--- src/rtl/cfgp_pkg.sv ---
package cfgp_pkg;
    // I/O decode constants and register numbers shared by the block
    localparam int unsigned ADDR_W     = 16;
    localparam int unsigned DATA_W     = 8;
    localparam logic [15:0] PORT_INDEX = 16'h0022;
    localparam logic [15:0] PORT_DATA  = 16'h0023;
    localparam logic [7:0]  IDX_LOCK   = 8'h03;
    localparam logic [7:0]  LOCK_KEY   = 8'hC5;
    localparam logic [7:0]  IDX_SEGEN  = 8'h13;
    localparam logic [7:0]  IDX_ROUTE  = 8'h14;
    localparam logic [7:0]  IDX_CACHE  = 8'h18;
    localparam int unsigned NSEG       = 8;
    localparam int unsigned BIOS_SEG   = 6;

    typedef enum logic { LK_CLOSED = 1'b0, LK_OPEN = 1'b1 } lock_state_t;
endpackage

--- src/rtl/cfgp_io_decode.sv ---
// cfgp_io_decode: turns raw I/O strobes into index-write, data-write and
// data-read enables. Assumes one strobe per access cycle; no state.
module cfgp_io_decode #(
    parameter int unsigned          AW     = cfgp_pkg::ADDR_W,
    parameter logic [AW-1:0]        P_INDEX = cfgp_pkg::PORT_INDEX,
    parameter logic [AW-1:0]        P_DATA  = cfgp_pkg::PORT_DATA
) (
    input  logic [AW-1:0] io_addr,
    input  logic          io_wr,
    input  logic          io_rd,
    output logic          idx_we,
    output logic          dat_we,
    output logic          dat_re
);
    // Address compare for the two ports
    always_comb begin
        idx_we = io_wr && (io_addr == P_INDEX);
        dat_we = io_wr && (io_addr == P_DATA);
        dat_re = io_rd && (io_addr == P_DATA);
    end
endmodule

--- src/rtl/cfgp_lock_ctl.sv ---
// cfgp_lock_ctl: lock state machine. Any data write at the lock index
// decides the new state (key opens, anything else closes); the write
// enable for the register file is granted from the state the write sees.
module cfgp_lock_ctl #(
    parameter int unsigned     DW   = cfgp_pkg::DATA_W,
    parameter logic [DW-1:0]   LIDX = cfgp_pkg::IDX_LOCK,
    parameter logic [DW-1:0]   KEY  = cfgp_pkg::LOCK_KEY
) (
    input  logic          clk,
    input  logic          rst_n,
    input  logic          dat_we,
    input  logic [DW-1:0] index,
    input  logic [DW-1:0] wdata,
    output logic          locked,
    output logic          reg_we
);
    import cfgp_pkg::*;

    lock_state_t state_q, state_d;
    logic        at_lock, is_key;

    // Classify the current data write
    always_comb begin
        at_lock = (index == LIDX);
        is_key  = (wdata == KEY);
    end

    // Next state and register-file grant
    always_comb begin
        state_d = state_q;
        reg_we  = 1'b0;
        if (dat_we) begin
            if (at_lock) begin
                state_d = is_key ? LK_OPEN : LK_CLOSED;
                reg_we  = is_key;
            end else begin
                reg_we  = (state_q == LK_OPEN);
            end
        end
    end

    // State register, closed after reset
    always_ff @(posedge clk) begin
        if (!rst_n) state_q <= LK_CLOSED;
        else        state_q <= state_d;
    end

    assign locked = (state_q == LK_CLOSED);
endmodule

--- src/rtl/cfgp_regfile.sv ---
// cfgp_regfile: byte register file with one write port, one indexed read
// port and fixed taps for the registers that drive hardware. All entries
// clear on reset.
module cfgp_regfile #(
    parameter int unsigned   DW    = cfgp_pkg::DATA_W,
    parameter logic [DW-1:0] T_SEG = cfgp_pkg::IDX_SEGEN,
    parameter logic [DW-1:0] T_RTE = cfgp_pkg::IDX_ROUTE,
    parameter logic [DW-1:0] T_CCH = cfgp_pkg::IDX_CACHE
) (
    input  logic          clk,
    input  logic          rst_n,
    input  logic          we,
    input  logic [DW-1:0] addr,
    input  logic [DW-1:0] wdata,
    output logic [DW-1:0] rdata,
    output logic [DW-1:0] tap_seg,
    output logic [DW-1:0] tap_rte,
    output logic [DW-1:0] tap_cch
);
    localparam int unsigned NREG = 1 << DW;

    logic [DW-1:0] mem [NREG];

    // Storage: clear on reset, single write port
    always_ff @(posedge clk) begin
        if (!rst_n) begin
            for (int i = 0; i < NREG; i++) mem[i] <= '0;
        end else if (we) begin
            mem[addr] <= wdata;
        end
    end

    // Indexed read and hardware taps
    always_comb begin
        rdata   = mem[addr];
        tap_seg = mem[T_SEG];
        tap_rte = mem[T_RTE];
        tap_cch = mem[T_CCH];
    end
endmodule

--- src/rtl/cfgp_shadow_map.sv ---
// cfgp_shadow_map: registers the per-segment routing, the BIOS shadow
// pair and the cache enable from the tapped registers. Assumes bit 0 of
// the route register is the read select and bit 1 the write select.
module cfgp_shadow_map #(
    parameter int unsigned DW    = cfgp_pkg::DATA_W,
    parameter int unsigned NS    = cfgp_pkg::NSEG,
    parameter int unsigned BSEG  = cfgp_pkg::BIOS_SEG,
    parameter int unsigned CBIT  = 1
) (
    input  logic          clk,
    input  logic          rst_n,
    input  logic [DW-1:0] seg_en,
    input  logic [DW-1:0] route,
    input  logic [DW-1:0] cache_reg,
    output logic [NS-1:0] seg_rd_int,
    output logic [NS-1:0] seg_wr_int,
    output logic          bios_rd,
    output logic          bios_wr,
    output logic          cache_en
);
    genvar g;
    generate
        for (g = 0; g < NS; g++) begin : g_seg
            // Per-segment routing flops
            always_ff @(posedge clk) begin
                if (!rst_n) begin
                    seg_rd_int[g] <= 1'b0;
                    seg_wr_int[g] <= 1'b0;
                end else begin
                    seg_rd_int[g] <= seg_en[g] & route[0];
                    seg_wr_int[g] <= seg_en[g] & route[1];
                end
            end
        end
    endgenerate

    // BIOS pair and cache enable flops
    always_ff @(posedge clk) begin
        if (!rst_n) begin
            bios_rd  <= 1'b0;
            bios_wr  <= 1'b0;
            cache_en <= 1'b0;
        end else begin
            bios_rd  <= seg_en[BSEG] & route[0];
            bios_wr  <= seg_en[BSEG] & route[1];
            cache_en <= cache_reg[CBIT];
        end
    end
endmodule

--- src/rtl/chipset_cfg_port.sv ---
// chipset_cfg_port: indexed configuration port with key lock, register file
// and registered shadow routing. Assumes single-cycle I/O strobes and a
// synchronous active-low reset.
module chipset_cfg_port #(
    parameter int unsigned AW = cfgp_pkg::ADDR_W,
    parameter int unsigned DW = cfgp_pkg::DATA_W,
    parameter int unsigned NS = cfgp_pkg::NSEG
) (
    input  logic          clk,
    input  logic          rst_n,
    input  logic [AW-1:0] io_addr,
    input  logic          io_wr,
    input  logic          io_rd,
    input  logic [DW-1:0] io_wdata,
    output logic [DW-1:0] io_rdata,
    output logic [NS-1:0] seg_rd_int,
    output logic [NS-1:0] seg_wr_int,
    output logic          bios_shadow_rd,
    output logic          bios_shadow_wr,
    output logic          ext_cache_en
);
    logic          idx_we, dat_we, dat_re;
    logic          locked, reg_we;
    logic [DW-1:0] idx_q, cur_val, r_seg, r_rte, r_cch;

    cfgp_io_decode #(.AW(AW)) u_dec (
        .io_addr (io_addr),
        .io_wr   (io_wr),
        .io_rd   (io_rd),
        .idx_we  (idx_we),
        .dat_we  (dat_we),
        .dat_re  (dat_re)
    );

    // Index register
    always_ff @(posedge clk) begin
        if (!rst_n)      idx_q <= '0;
        else if (idx_we) idx_q <= io_wdata;
    end

    cfgp_lock_ctl #(.DW(DW)) u_lock (
        .clk    (clk),
        .rst_n  (rst_n),
        .dat_we (dat_we),
        .index  (idx_q),
        .wdata  (io_wdata),
        .locked (locked),
        .reg_we (reg_we)
    );

    cfgp_regfile #(.DW(DW)) u_rf (
        .clk     (clk),
        .rst_n   (rst_n),
        .we      (reg_we),
        .addr    (idx_q),
        .wdata   (io_wdata),
        .rdata   (cur_val),
        .tap_seg (r_seg),
        .tap_rte (r_rte),
        .tap_cch (r_cch)
    );

    cfgp_shadow_map #(.DW(DW), .NS(NS)) u_shd (
        .clk        (clk),
        .rst_n      (rst_n),
        .seg_en     (r_seg),
        .route      (r_rte),
        .cache_reg  (r_cch),
        .seg_rd_int (seg_rd_int),
        .seg_wr_int (seg_wr_int),
        .bios_rd    (bios_shadow_rd),
        .bios_wr    (bios_shadow_wr),
        .cache_en   (ext_cache_en)
    );

    // Read data: selected register on a data-port read, all ones otherwise
    assign io_rdata = dat_re ? cur_val : '1;
endmodule

--- config.mk ---
export PLATFORM = sky130hd
export DESIGN_NAME = chipset_cfg_port
export DESIGN_NICKNAME = d
export VERILOG_FILES = /design/src/rtl/cfgp_pkg.sv /design/src/rtl/cfgp_io_decode.sv /design/src/rtl/cfgp_lock_ctl.sv /design/src/rtl/cfgp_regfile.sv /design/src/rtl/cfgp_shadow_map.sv /design/src/rtl/chipset_cfg_port.sv
export SDC_FILE = /design/constraint.sdc
export NUM_CORES = 2
export LEC_CHECK = 0
export ABC_AREA = 1
export BUFFER_PORTS_ARGS = -buffer_cell sky130_fd_sc_hd__buf_2
export CORE_MARGIN = 10
export CORE_UTILIZATION = 40
export DETAILED_ROUTE_END_ITERATION = 10
export MAX_ROUTING_LAYER = met4
export PLACE_DENSITY_LB_ADDON = 0.15
export SLEW_MARGIN = 40
export SYNTH_ARGS = -nofsm -noshare
export SYNTH_HDL_FRONTEND = slang
export SYNTH_HIERARCHICAL = 1
export SYNTH_SLANG_ARGS = --single-unit
--- constraint.sdc ---
create_clock -name clk -period 3.11 [get_ports clk]
set_input_delay 0.622 -clock clk [delete_from_list [all_inputs] [get_ports clk]]
set_output_delay 0.622 -clock clk [all_outputs]
set_load 0.01 [all_outputs]
==> Flow_metrics.wiki <==
{| class="wikitable"
! Metric !! Value
|-
| Final Max Tran Viols || 0
|-
| Post-synthesis cell area || 95,400 µm²
|-
| Final critical-path setup slack || -1.15 ns
|-
| Critical path buffers and inverters || 6
|-
| Hold endpoint || idx_q[5]
|-
| Startpoint of the worst-slack reg-to-reg timing path || idx_q[0]
|-
| Number of cells on the worst hold path || 6
|-
| Max stage delay cell, worst path || sky130_fd_sc_hd__dfxtp_4
|-
| Run status || finished, violations left
|-
| Worst Skew || 0.0485 ns
|-
| Die extent in y || 508 µm
|-
| Most frequent cell on the critical path || sky130_fd_sc_hd__nand2_1
|-
| Buffers on Ports || 54
|-
| Synthesized area divided by synthesized cell count || 8.89 µm²
|-
| Via count || 76.4k
|-
| Clock Pin Slew Worst Setup and Hold Paths || 0.06 ns
|-
| Max cap viols || 0
|-
| Antenna violations before repair || 6
|-
| Violated checks || setup timing
|-
| Startpoint Class || flip-flop
|-
| Highest ir drop seen on vdd || 527 µV
|-
| Nets || 11.5k
|-
| Worst setup path class || flip-flop to primary output
|-
| Final worst path period share || 1.37
|-
| Pin count of the biggest net entering global routing || 66
|-
| Clock tree from TritonCTS || done
|-
| Clock Root Buffer || sky130_fd_sc_hd__clkbuf_16
|-
| GRT overflow || 0
|-
| Nature of the critical path endpoint || primary output
|-
| Class of the worst hold path || primary input to flip-flop
|-
| Number of detailed-routing iterations run before antenna repair || 7
|-
| Routability Congestion || 0.913
|-
| # setup viols final || 2,338
|-
| Number of cells in the finished layout apart from fillers || 14.8k
|-
| Starting Density || 0.402
|-
| CP Data Arrival Time || 3.64 ns
|-
| H-tree lvl count || 4
|-
| DP Wirelength || 204,000 µm
|-
| Area grow syn2layout || 27.1%
|-
| Data required time of the worst path || 2.49 ns
|-
| Max-slew headroom || 0.402
|-
| FMAX || 0.235 GHz
|-
| Placed instance count || 14.3k
|-
| Post-detailed-route count of antenna-violating nets || 0
|-
| Static Leak || 51.7 nW
|-
| Cell count after synthesis || 10.7k
|-
| IO Count || 55
|-
| Die area || 259,000 µm²
|-
| Period minus WS final || 4.26 ns
|-
| Detailed router's first-iteration violation count || 7,261
|-
| Num CTS Buffers || 223
|-
| Highest fanout seen on the critical path || 15
|-
| Average detailed-routed wire length per instance || 21.7 µm
|-
| Post-Syn Nets || 10.8k
|-
| Number of placement rows || 179
|-
| Worst path cell trace || buf_16, bufbuf_16, nand2_1, nand2_1, nand2_1, nand2_1, nand2_1, nand2_1, o21ai_2, nand2_2, nor2_2, nor2_1, buf_4, nor2_4, buf_4, nand2_2, inv_2, nand2_1, buf_2
|-
| Global-route wire length before repair || 470,000 µm
|-
| Endpoint of the worst register-to-register path || u_rf/mem[127][4]
|-
| CORE AREA || 238,000 µm²
|-
| Clock buffer depth || 3
|-
| Cells on worst reg2reg path || 22
|-
| Worst reg2reg setup slack || -0.24 ns
|-
| Vias per inst || 5.17
|-
| Crit-path leading delay family || simple AND/OR/NAND/NOR gates
|-
| Clock latency of the later-clocked register in the worst-skew pair || 0.87 ns
|-
| Core occupancy in the finished layout || 0.510
|-
| DIE WIDTH || 508 µm
|-
| Total routing usage reported by global routing || 0.246
|-
| DR DRC count || 0
|-
| Cell Pwr Density || 510 nW/µm²
|-
| RSZ-0062 raised after global routing || yes
|-
| Vias in the first global route || 74.3k
|-
| Final hold viol count || 0
|-
| Slew of the pin with the lowest slew margin || 0.895 ns
|-
| Number of clock sinks seen by CTS || 2,074
|-
| Launch point of the worst hold path || io_wdata[5]
|-
| Number of synthesis warnings || 6
|-
| Total wire length after detailed routing || 321,000 µm
|-
| Share of final-layout standard cells stronger than drive strength 1 || 0.176
|-
| Largest stage delay on the critical path || 0.39 ns
|}
==> metal layers <==
metal	wire length, µm	up-vias	global-route usage
met5	0	-	-
met4	10600	0	0.0773
met3	23900	532	0.0304
met2	149000	2951	0.390
met1	137000	37100	0.331
li1	-	35800	-
==> layout by cell type, fill, tap and decap left out, types with 25 or more instances in the layout <==
cell and n:
sky130_fd_sc_hd__clkbuf_1 55, sky130_fd_sc_hd__clkinv_1 52, sky130_fd_sc_hd__inv_1 42, sky130_fd_sc_hd__nand2_4 127
sky130_fd_sc_hd__buf_2 53, sky130_fd_sc_hd__o21ai_2 53, sky130_fd_sc_hd__nand3_1 189, sky130_fd_sc_hd__buf_12 314
sky130_fd_sc_hd__buf_6 122, sky130_fd_sc_hd__nand2_2 142, sky130_fd_sc_hd__o21ai_0 42, sky130_fd_sc_hd__nand2_8 66
sky130_fd_sc_hd__nor2_1 2067, sky130_fd_sc_hd__clkbuf_16 241, sky130_fd_sc_hd__buf_16 25, sky130_fd_sc_hd__clkinv_2 29
sky130_fd_sc_hd__o21ai_1 59, sky130_fd_sc_hd__nor2_4 87, sky130_fd_sc_hd__edfxtp_1 2048, sky130_fd_sc_hd__a21oi_1 32
sky130_fd_sc_hd__nand2_1 4957, sky130_fd_sc_hd__nor2_2 59, sky130_fd_sc_hd__buf_4 589
==> final cells by class <==
type / count / area, µm²
Antenna cell: 5 / 12.5
Clock buffer: 291 / 6030
Clock inverter: 117 / 1030
Fill cell: 21800 / 116000
Inverter: 68 / 357
Multi-Input combinational cell: 7914 / 33900
Sequential cell: 2074 / 62000
Tap cell: 3167 / 3960
Timing Repair Buffer: 1144 / 13900
==> report_power, final <==
part	switching [mW]	leakage, nW	internal (mW)
clock network	11.2	3.44	14.8
registers	0.401	19.7	32.0
logic	2.30	28.6	1.12
==> registers in the layout, summed over array words and instances (netlist names) <==
register,cells
u_shd/bios_rd,1
u_shd/bios_wr,1
u_rf/mem,2048
u_shd/cache_en,1
idx_q,8
u_shd/seg_wr_int,7
u_lock/state_q,1
u_shd/seg_rd_int,7
==> worst reg2reg max path, delay by kind of cell, from the launching register on <==
kind / cells / cell delay (ns)
AND/OR/NAND/NOR: 8 / 0.76
flip-flops: 1 / 0.42
buffers and inverters: 13 / 1.82
AO/OA/AOI/OAI: 1 / 0.08
==> through the flow <==
stage,area (µm²),hold WS (ns),setup TNS [ns],total power [mW],setup WS [ns]
global route,121000,0.254,-372.03,63.7,-1.24
finish,121000,0.247,-215.86,61.8,-1.15
global placement,109000,0.462,-341.86,36.3,-0.999
floorplan,95400,0.430,0,34.4,0.184
CTS,117000,0.182,-70.38,62.2,-1.16
detailed placement,109000,0.477,-371.02,36.3,-0.955
==> what timing repair did <==
| action | CTS | global route |
|---|---|---|
| pin swaps | 57 | 68 |
| buffers inserted | 10 | 77 |
| gates resized for setup | 282 | 939 |
| endpoints found under the setup margin | 1009 | 2144 |
| gates cloned | 15 | 12 |
| hold buffers | 0 | 0 |
==> worst max-delay path by stage <==
stage           startpoint               end  slack, ns  cells after the start
3_3_place_gp      idx_q[0]       io_rdata[6]       -1.0                     20
6_report          idx_q[0]       io_rdata[7]      -1.15                     19
5_1_grt           idx_q[0]       io_rdata[7]      -1.24                     19
2_1_floorplan  io_addr[15]  u_rf/mem[182][0]       0.18                     13
4_1_cts           idx_q[0]       io_rdata[6]      -1.16                     20
3_5_place_dp      idx_q[0]       io_rdata[6]      -0.95                     20
(Power assumes the default switching activity.)
